==> config.mk <==
export PLATFORM = sky130hd
export DESIGN_NAME = rxq_buffer
export DESIGN_NICKNAME = d
export VERILOG_FILES = /design/src/rtl/rxq_pkg.sv /design/src/rtl/rxq_ctl.sv /design/src/rtl/rxq_store.sv /design/src/rtl/rxq_timeout.sv /design/src/rtl/rxq_buffer.sv
export SDC_FILE = /design/constraint.sdc
export NUM_CORES = 1
export LEC_CHECK = 0
export ABC_AREA = 1
export BUFFER_PORTS_ARGS = -buffer_cell sky130_fd_sc_hd__buf_2
export CORE_MARGIN = 2
export CORE_UTILIZATION = 38
export CTS_CLUSTER_SIZE = 10
export DETAILED_ROUTE_END_ITERATION = 8
export PLACE_DENSITY = 0.6
export SYNTH_ARGS = -nofsm -noshare
export SYNTH_HDL_FRONTEND = slang
export SYNTH_SLANG_ARGS = --single-unit
==> constraint.sdc <==
create_clock -name clk -period 8.2 [get_ports clk]
set_input_delay 0.41 -clock clk [delete_from_list [all_inputs] [get_ports clk]]
set_output_delay 0.41 -clock clk [all_outputs]
set_load 0.05 [all_outputs]
==> src/rtl/rxq_pkg.sv <==
package rxq_pkg;
  localparam int CTL_KEEP_MASK = 8'hC9;
  localparam int CTL_EN_BIT    = 0;
  localparam int CTL_RXCLR_BIT = 1;
  localparam int CTL_TXCLR_BIT = 2;

  function automatic int unsigned trig_decode(input logic [1:0] code);
    case (code)
      2'b00:   return 1;
      2'b01:   return 4;
      2'b10:   return 8;
      default: return 14;
    endcase
  endfunction
endpackage

==> src/rtl/rxq_ctl.sv <==
module rxq_ctl #(
  parameter int CNT_W = 5
) (
  input  logic             clk,
  input  logic             rst,
  input  logic             ctl_we,
  input  logic [7:0]       ctl_wdata,
  output logic [7:0]       ctl_q,
  output logic [CNT_W-1:0] trig_q,
  output logic             rx_clr,
  output logic             tx_flush_q
);
  import rxq_pkg::*;

  logic accept_wr, en_toggle, tx_clr;

  always_comb begin
    accept_wr = ctl_we && (ctl_wdata != ctl_q);
    en_toggle = ctl_wdata[CTL_EN_BIT] ^ ctl_q[CTL_EN_BIT];
    rx_clr    = accept_wr && (ctl_wdata[CTL_RXCLR_BIT] || en_toggle);
    tx_clr    = accept_wr && (ctl_wdata[CTL_TXCLR_BIT] || en_toggle);
  end

  always_ff @(posedge clk) begin
    if (rst) begin
      ctl_q      <= '0;
      trig_q     <= CNT_W'(1);
      tx_flush_q <= 1'b0;
    end else begin
      tx_flush_q <= tx_clr;
      if (accept_wr) begin
        ctl_q <= ctl_wdata & 8'(CTL_KEEP_MASK);
        if (ctl_wdata[CTL_EN_BIT])
          trig_q <= CNT_W'(trig_decode(ctl_wdata[7:6]));
      end
    end
  end
endmodule

==> src/rtl/rxq_store.sv <==
module rxq_store #(
  parameter int DEPTH = 16,
  parameter int DW    = 8,
  localparam int PTR_W = $clog2(DEPTH),
  localparam int CNT_W = $clog2(DEPTH + 1)
) (
  input  logic             clk,
  input  logic             rst,
  input  logic             fifo_on,
  input  logic             flush,
  input  logic             push_valid,
  input  logic [DW-1:0]    push_data,
  input  logic             push_break,
  input  logic             pop,
  output logic [DW-1:0]    rd_data,
  output logic [CNT_W-1:0] count,
  output logic             data_ready,
  output logic             break_flag,
  output logic             overrun,
  output logic             accept,
  output logic             pop_left
);
  logic [DW-1:0]    mem [DEPTH];
  logic [PTR_W-1:0] head, tail;
  logic [DW-1:0]    hold;
  logic [DW-1:0]    in_byte;
  logic [CNT_W-1:0] count_nx;
  logic             push_req, at_cap, pop_eff;

  always_comb begin
    push_req = push_valid || push_break;
    in_byte  = push_break ? '0 : push_data;
    at_cap   = fifo_on ? (count == CNT_W'(DEPTH)) : (count != '0);
    pop_eff  = pop && (count != '0) && !flush;
    accept   = push_req && !flush && (!at_cap || pop_eff);
    count_nx = count;
    if (accept)  count_nx = count_nx + CNT_W'(1);
    if (pop_eff) count_nx = count_nx - CNT_W'(1);
    if (flush)   count_nx = '0;
    pop_left = pop_eff && (count_nx != '0);
  end

  always_ff @(posedge clk) begin
    if (accept && fifo_on) mem[head] <= in_byte;
  end

  always_ff @(posedge clk) begin
    if (rst || flush) begin
      head       <= '0;
      tail       <= '0;
      hold       <= '0;
      count      <= '0;
      data_ready <= 1'b0;
      break_flag <= 1'b0;
      overrun    <= 1'b0;
      rd_data    <= '0;
    end else begin
      overrun <= push_req && !accept;
      if (pop) begin
        if (!fifo_on)     rd_data <= hold;
        else if (pop_eff) rd_data <= mem[tail];
        else              rd_data <= '0;
      end
      if (pop_eff && fifo_on)
        tail <= (tail == PTR_W'(DEPTH - 1)) ? '0 : tail + PTR_W'(1);
      if (accept) begin
        if (fifo_on) head <= (head == PTR_W'(DEPTH - 1)) ? '0 : head + PTR_W'(1);
        else         hold <= in_byte;
      end
      count      <= count_nx;
      data_ready <= (count_nx != '0);
      if (accept && push_break)          break_flag <= 1'b1;
      else if (pop && count_nx == '0)    break_flag <= 1'b0;
    end
  end
endmodule

==> src/rtl/rxq_timeout.sv <==
module rxq_timeout #(
  parameter int CT_W = 12,
  localparam int TW  = CT_W + 2
) (
  input  logic            clk,
  input  logic            rst,
  input  logic            cancel,
  input  logic            reload,
  input  logic            clr,
  input  logic            nonempty,
  input  logic [CT_W-1:0] char_time,
  output logic            pend
);
  logic [TW-1:0] cnt;
  logic          armed, expire;

  always_comb expire = armed && (cnt <= TW'(1)) && !reload && nonempty;

  always_ff @(posedge clk) begin
    if (rst || cancel) begin
      cnt   <= '0;
      armed <= 1'b0;
      pend  <= 1'b0;
    end else begin
      if (reload) begin
        cnt   <= {char_time, 2'b00};
        armed <= 1'b1;
      end else if (armed) begin
        if (cnt <= TW'(1)) armed <= 1'b0;
        else               cnt   <= cnt - TW'(1);
      end
      if (clr)         pend <= 1'b0;
      else if (expire) pend <= 1'b1;
    end
  end
endmodule

==> src/rtl/rxq_buffer.sv <==
module rxq_buffer #(
  parameter int DEPTH = 16,
  parameter int DW    = 8,
  parameter int CT_W  = 12,
  localparam int CNT_W = $clog2(DEPTH + 1)
) (
  input  logic             clk,
  input  logic             rst,
  input  logic             push_valid,
  input  logic [DW-1:0]    push_data,
  input  logic             push_break,
  input  logic             pop,
  input  logic             ctl_we,
  input  logic [7:0]       ctl_wdata,
  input  logic [CT_W-1:0]  char_time,
  output logic [DW-1:0]    rd_data,
  output logic [CNT_W-1:0] count,
  output logic             data_ready,
  output logic             break_flag,
  output logic [CNT_W-1:0] trig_level,
  output logic [7:0]       ctl_value,
  output logic             tx_flush,
  output logic             timeout_pend,
  output logic             overrun
);
  logic rx_clr, accept, pop_left, fifo_on;

  rxq_ctl #(.CNT_W(CNT_W)) u_ctl (
    .clk(clk), .rst(rst), .ctl_we(ctl_we), .ctl_wdata(ctl_wdata),
    .ctl_q(ctl_value), .trig_q(trig_level), .rx_clr(rx_clr),
    .tx_flush_q(tx_flush)
  );

  assign fifo_on = ctl_value[0];

  rxq_store #(.DEPTH(DEPTH), .DW(DW)) u_store (
    .clk(clk), .rst(rst), .fifo_on(fifo_on), .flush(rx_clr),
    .push_valid(push_valid), .push_data(push_data), .push_break(push_break),
    .pop(pop), .rd_data(rd_data), .count(count), .data_ready(data_ready),
    .break_flag(break_flag), .overrun(overrun), .accept(accept),
    .pop_left(pop_left)
  );

  rxq_timeout #(.CT_W(CT_W)) u_tmo (
    .clk(clk), .rst(rst),
    .cancel(rx_clr || !fifo_on),
    .reload(fifo_on && (accept || pop_left)),
    .clr(fifo_on && pop),
    .nonempty(count != '0),
    .char_time(char_time),
    .pend(timeout_pend)
  );
endmodule

==> metrics.txt, run 1 <==
CTS tree yes; die footprint approximately 23000 sq um; Hold Crit Depth 3; Critical Path Stages 13; Hold EP u_ctl.tx_flush_q; Synth Cell Area ~8500 sq um; clock sinks roughly 190; Setup TNS 0 ns; reg2reg end u_store.mem[11][4]; R2R setup slack around 4.3 ns; initial antenna violation count 0; final setup fails 0; routability congestion estimate roughly 0.84; Hold Vio Cnt, Final 0; DR DRC count 0; WS Path Type flip-flop to flip-flop; post-cts resize count 0; R2R cell count 13; Bufs on Longest Clock Path 2; routed vias/inst a little over 5; number of buffers created by CTS 17; Slew headroom between 20% and 30%; GRT Total Usage between 15 and 20%; CP required a little over 8 ns; cells after synthesis between 800 and 900; CP Max Fanout 34; hold_buf cts 0; Root Driver clkbuf_16; Hold Crit Class primary input to flip-flop; DP HPWL 12400 microns; fmax approximately 260 MHz; CP delay by family, top simple AND/OR/NAND/NOR gates; Final Util a little over two fifths; Clock Latency Late Sink between 0.4 and 0.5 ns; post-place setup slack roughly 4.4 ns; Period Utilization, post-route between 40% and 50%; Antenna Nets Post-Route 0; via count 6145; input/output buffers 59; Max Cap Violations 0; Overflow after GRT 0; async set or reset register ratio after synthesis 0%; worst vdd ir between 150 and 200 uV; crit-path cells inv_1, ha_1, nand3_1, nand2_1, inv_2, nand2_4, nand2_8, nand2_4, nor2_1, clkinv_1, nor2_1, nand2_1, nor2_1; # rows 54; min-delay src ctl_wdata[2]; core area between 20000 and 25000 sq um; vias in the first global route approximately 5600; DR pass1 iterations 5; Warnings, synthesis 0; minimum clock period roughly 3.9 ns; Main synth FF type edfxtp_1; slowest stage cell, crit path clkinv_1; Final Max Tran Viols 0; share of cells above drive strength 1 15.6%; first-pass GRT wire length approximately 31000 microns; CP arrival approximately 3.9 ns; die height about 150 microns; cell area power density about 220 nW/um^2; run status finished clean; CP bufs+invs 3; reg2reg start u_store.count[0]; starting density of the core just under 40%; Top cell by count, worst path nor2_1; initial drt markers just under 500; sequential share of the synthesized area 59.9%; Ports 65; P&R area growth vs syn 13.3%; ANT cells 0; Worst-path clk slew 0.07 ns; Leak Pwr between 3 and 4 nW; WL final about 20000 microns; PnR worst setup slack around 4.3 ns; worst slew pin tran between 1 and 1.5 ns; Tot Pwr between 2 and 2.5 mW; Post-CTS Setup Inserts 0; CP max stage delay 0.84 ns; Mean Syn Cell Area approximately 10 sq um; Setup crit end kind flip-flop; Layout Skew roughly 0.0087 ns; wire per inst around 17 microns; largest net degree at the start of global routing 66; crit path launch type flip-flop; nets 952; Distinct cells, synth 45; H-tree depth 4; RSZ-0062 raised after global routing false; Post-synth EDFFs 128; Die W between 150 and 200 microns; number of synthesized register bits 189
-- stage by stage --
step / cells / hold slack [ns] / area, sq um
final: 1201 / 0.237 / 9580
after global routing: 1201 / 0.243 / 9580
after CTS: 1201 / 0.226 / 9580
after detailed placement: 1169 / 0.443 / 8970
after global placement: 1169 / 0.443 / 8970
after floorplan: 867 / 0.441 / 8470
-- power by group --
group          internal, mW  total (mW)  leakage, nW  switching, mW
sequential             1.03        1.04         1.66         0.0103
clock                 0.488       0.859        0.292          0.370
combinational        0.0698       0.252         1.77          0.182
total                  1.59        2.15         3.72          0.562
-- area by class of cell --
class                      count  area [sq um]
sequential                   189          5070
clock inverter                13           178
timing repair buffer          69           370
fill                        2105         12200
tap                          280           350
inverter                      74           278
multi-input combinational    557          2900
clock buffer                  19           433
-- Yosys cell counts (all sizes together) (9+ instances only) --
| cell type | number | share of area (%) |
|---|---|---|
| buf | 25 | 1.7 |
| o21ai | 29 | 1.7 |
| ha | 10 | 1.5 |
| a21oi | 119 | 7.4 |
| nand2 | 190 | 9.4 |
| nand4 | 15 | 1.1 |
| nor3 | 11 | 0.65 |
| edfxtp | 128 | 45 |
| nor2 | 56 | 2.7 |
| dfxtp | 61 | 14 |
| xor2 | 9 | 0.93 |
| clkbuf | 22 | 0.98 |
| a22oi | 16 | 1.4 |
| nand3 | 61 | 3.8 |
| inv | 71 | 3.2 |
-- flip-flops by register name, summed over array words and instances, names as in the netlist, named ones only --
signal / count
u_ctl.ctl_q: 4
u_ctl.trig_q: 4
u_ctl.tx_flush_q: 1
u_store.break_flag: 1
u_store.count: 5
u_store.data_ready: 1
u_store.head: 4
u_store.hold: 8
u_store.mem: 128
u_store.overrun: 1
u_store.rd_data: 8
u_store.tail: 4
u_tmo.armed: 1
u_tmo.cnt: 14
u_tmo.pend: 1
-- worst min-delay path: stages --
cell and delay, ns:
buf_2 0.09, o211ai_1 0.09, inv_1 0.05
-- layout by cell type (no fill, tap or decap), types with 4 or more instances in the layout --
cell type	Yosys	routed
a22oi_1	16	16
nand2_2	10	10
conb_1	1	5
buf_2	7	59
nand2_4	5	5
clkinv_1	3	4
o21ai_0	27	27
clkbuf_16	0	17
nor2_1	52	50
nor3_1	11	11
nand3_1	58	58
a221oi_1	6	6
inv_1	65	65
ha_1	10	10
a21oi_2	7	7
nand4_1	15	15
nor2_2	3	5
a221o_1	4	4
o311ai_0	5	5
dfxtp_1	61	60
inv_2	6	6
buf_4	8	10
nand2_1	174	174
edfxtp_1	128	128
xor2_1	9	9
a21oi_1	112	112
-- metal layers --
metal | up-vias | share of wire, % | track usage (%)
li1 | 3065 | - | -
met2 | 165 | 47 | 27.0
met5 | - | 0 | 0
met4 | 0 | 0.98 | 3.79
met1 | 2901 | 47 | 24.5
met3 | 14 | 5.4 | 3.40
-- worst max path at each step --
stage / from / to / slack (ns)
after floorplan: u_store.count[0] / u_tmo.cnt[5] / 5.07
after global placement: u_store.count[0] / u_store.mem[3][5] / 4.48
after detailed placement: u_store.count[0] / u_store.mem[11][7] / 4.38
after CTS: u_store.count[0] / u_store.mem[11][4] / 4.36
after global routing: u_store.count[0] / u_store.mem[11][4] / 3.82
final: u_store.count[0] / u_store.mem[11][4] / 4.34
-- logic make-up (layout without fill, tap and decap cells) --
group,after synthesis,count (layout),share of synthesized area (%)
simple gates,343,343,18.4
flops,189,189,59.9
compound gates,187,187,12.9
buf+inv,121,175,6.01
xor+xnor,12,12,1.24
fa+ha+maj,10,10,1.48
other cells,1,5,0.0443
(Power assumes the default switching activity.)
==> inputs of run 2 (changes only) <==
==> constraint.sdc (replaced) <==
create_clock -name clk -period 4 [get_ports clk]
set_input_delay 0.2 -clock clk [delete_from_list [all_inputs] [get_ports clk]]
set_output_delay 0.2 -clock clk [all_outputs]
set_load 0.05 [all_outputs]
==> metrics.txt, run 2 (synthesis results as in run 1) <==
RSZ-0062 raised after global routing false; Antenna Nets Post-Route 0; post-place setup slack between 0.8 and 0.9 ns; Tot Pwr 4.25 mW; routability congestion estimate roughly 0.83; Ports 65; WL final slightly below 20000 microns; worst vdd ir 417 uV; Leak Pwr about 3.7 nW; Final Instance Area between 9000 and 10000 sq um; largest net degree at the start of global routing between 60 and 70; CP arrival 3.56 ns; Layout Skew ~0.011 ns; Die W between 150 and 200 microns; Overflow after GRT 0; Setup crit end kind flip-flop; Hold Crit Class primary input to flip-flop; initial antenna violation count 0; H-tree depth 4; leading registers by flop count u_store.mem: 128 flops, u_tmo.cnt: 14 flops; Setup TNS 0 ns; max reg flops between 100 and 150; nets slightly below 1000; DR pass1 iterations 5; DR DRC count 0; Bufs on Longest Clock Path 2; CTS tree yes; Final Max Tran Viols 0; die footprint between 20000 and 25000 sq um; clock sinks roughly 190; Post-CTS Setup Inserts 0; DP HPWL ~12000 microns; worst slew pin tran ~1.2 ns; via count slightly above 6000; Root Driver clkbuf_16; hold_buf cts 0; initial drt markers approximately 460; CP required about 4.4 ns; fmax between 300 and 400 MHz; ANT cells 0; run status finished clean; share of cells above drive strength 1 around 16%; core area roughly 22000 sq um; Top reg by flops u_store.mem; most common cell after layout, fill and taps aside nand2_1; area post-placement 9030 sq um; GRT Total Usage between 15 and 20%; Worst Hold Slack 0.0244 ns; final setup fails 0; Hold Vio Cnt, Final 0; vias in the first global route 5739; WS Path Type flip-flop to flip-flop; # rows 54; cell area power density 444 nW/um^2; first-pass GRT wire length just over 30000 microns; number of buffers created by CTS 17; commonest non-fill, non-tap cells in the layout 174 x nand2_1, 128 x edfxtp_1, 112 x a21oi_1; Worst-path clk slew 0.07 ns; routed vias/inst 5.10; CP Max Fanout 26; wire per inst 16.0 microns; post-cts resize count 0; starting density of the core between 30% and 40%; minimum clock period about 3.2 ns; Period Utilization, post-route about 80%; crit path launch type flip-flop; Slew headroom between 10% and 20%; Max Cap Violations 0; input/output buffers 59; PnR worst setup slack ~0.8 ns; Clock Latency Late Sink 0.43 ns; die height ~150 microns; P&R area growth vs syn 13.3%
[run 2: stage by stage]
step,utilization (%),cells
3_5_place_dp,41.4,1178
5_1_grt,43.9,1210
6_report,43.9,1210
2_1_floorplan,-,867
4_1_cts,43.9,1210
3_3_place_gp,41.4,1178
[run 2: where the power goes]
group          internal (mW)  switching (mW)
clock                  0.816           0.792
sequential              2.11          0.0215
combinational          0.146           0.361
[run 2: cell type report]
cell class | instances | area (sq um)
Clock inverter | 15 | 121
Sequential cell | 189 | 5070
Tap cell | 280 | 350
Timing Repair Buffer | 78 | 438
Multi-Input combinational cell | 557 | 2900
Clock buffer | 17 | 425
Fill cell | 2127 | 12200
Inverter | 74 | 278
[run 2: final timing paths]
path	depth (start not counted)	to	slack (ns)	from
worst max-delay path	24	u_tmo.cnt[7]	0.79	u_store.count[0]
worst min-delay path	3	u_ctl.tx_flush_q	0.02	ctl_wdata[2]
worst max register to register	24	u_tmo.cnt[7]	0.79	u_store.count[0]
worst min register to register	2	u_ctl.trig_q[2]	0.46	u_ctl.trig_q[2]
[run 2: routing by layer]
metal  track usage (%)  share of wire [%]  vias up
met2              25.6                 46      140
met3              3.23                4.9       15
met5                 0                  0        -
li1                  -                  -     3089
met1              24.1                 48     2931
met4              5.47                1.7        0
[run 2: critical path: stages, from the launching register on]
cell	delay, ns
dfxtp_1	0.43
inv_1	0.10
ha_1	0.22
nand3_1	0.10
nand2_1	0.07
inv_2	0.09
nand2_4	0.09
nand2_8	0.10
nand2_4	0.10
nand2_2	0.08
nand2_1	0.07
inv_1	0.07
ha_1	0.15
nand2_1	0.07
inv_1	0.07
nand3_2	0.10
nor2_1	0.13
nand2_1	0.06
nand3_1	0.15
nand3_2	0.14
nand2_4	0.25
nand2_4	0.20
nand2_1	0.10
nand2_1	0.05
a21oi_1	0.12
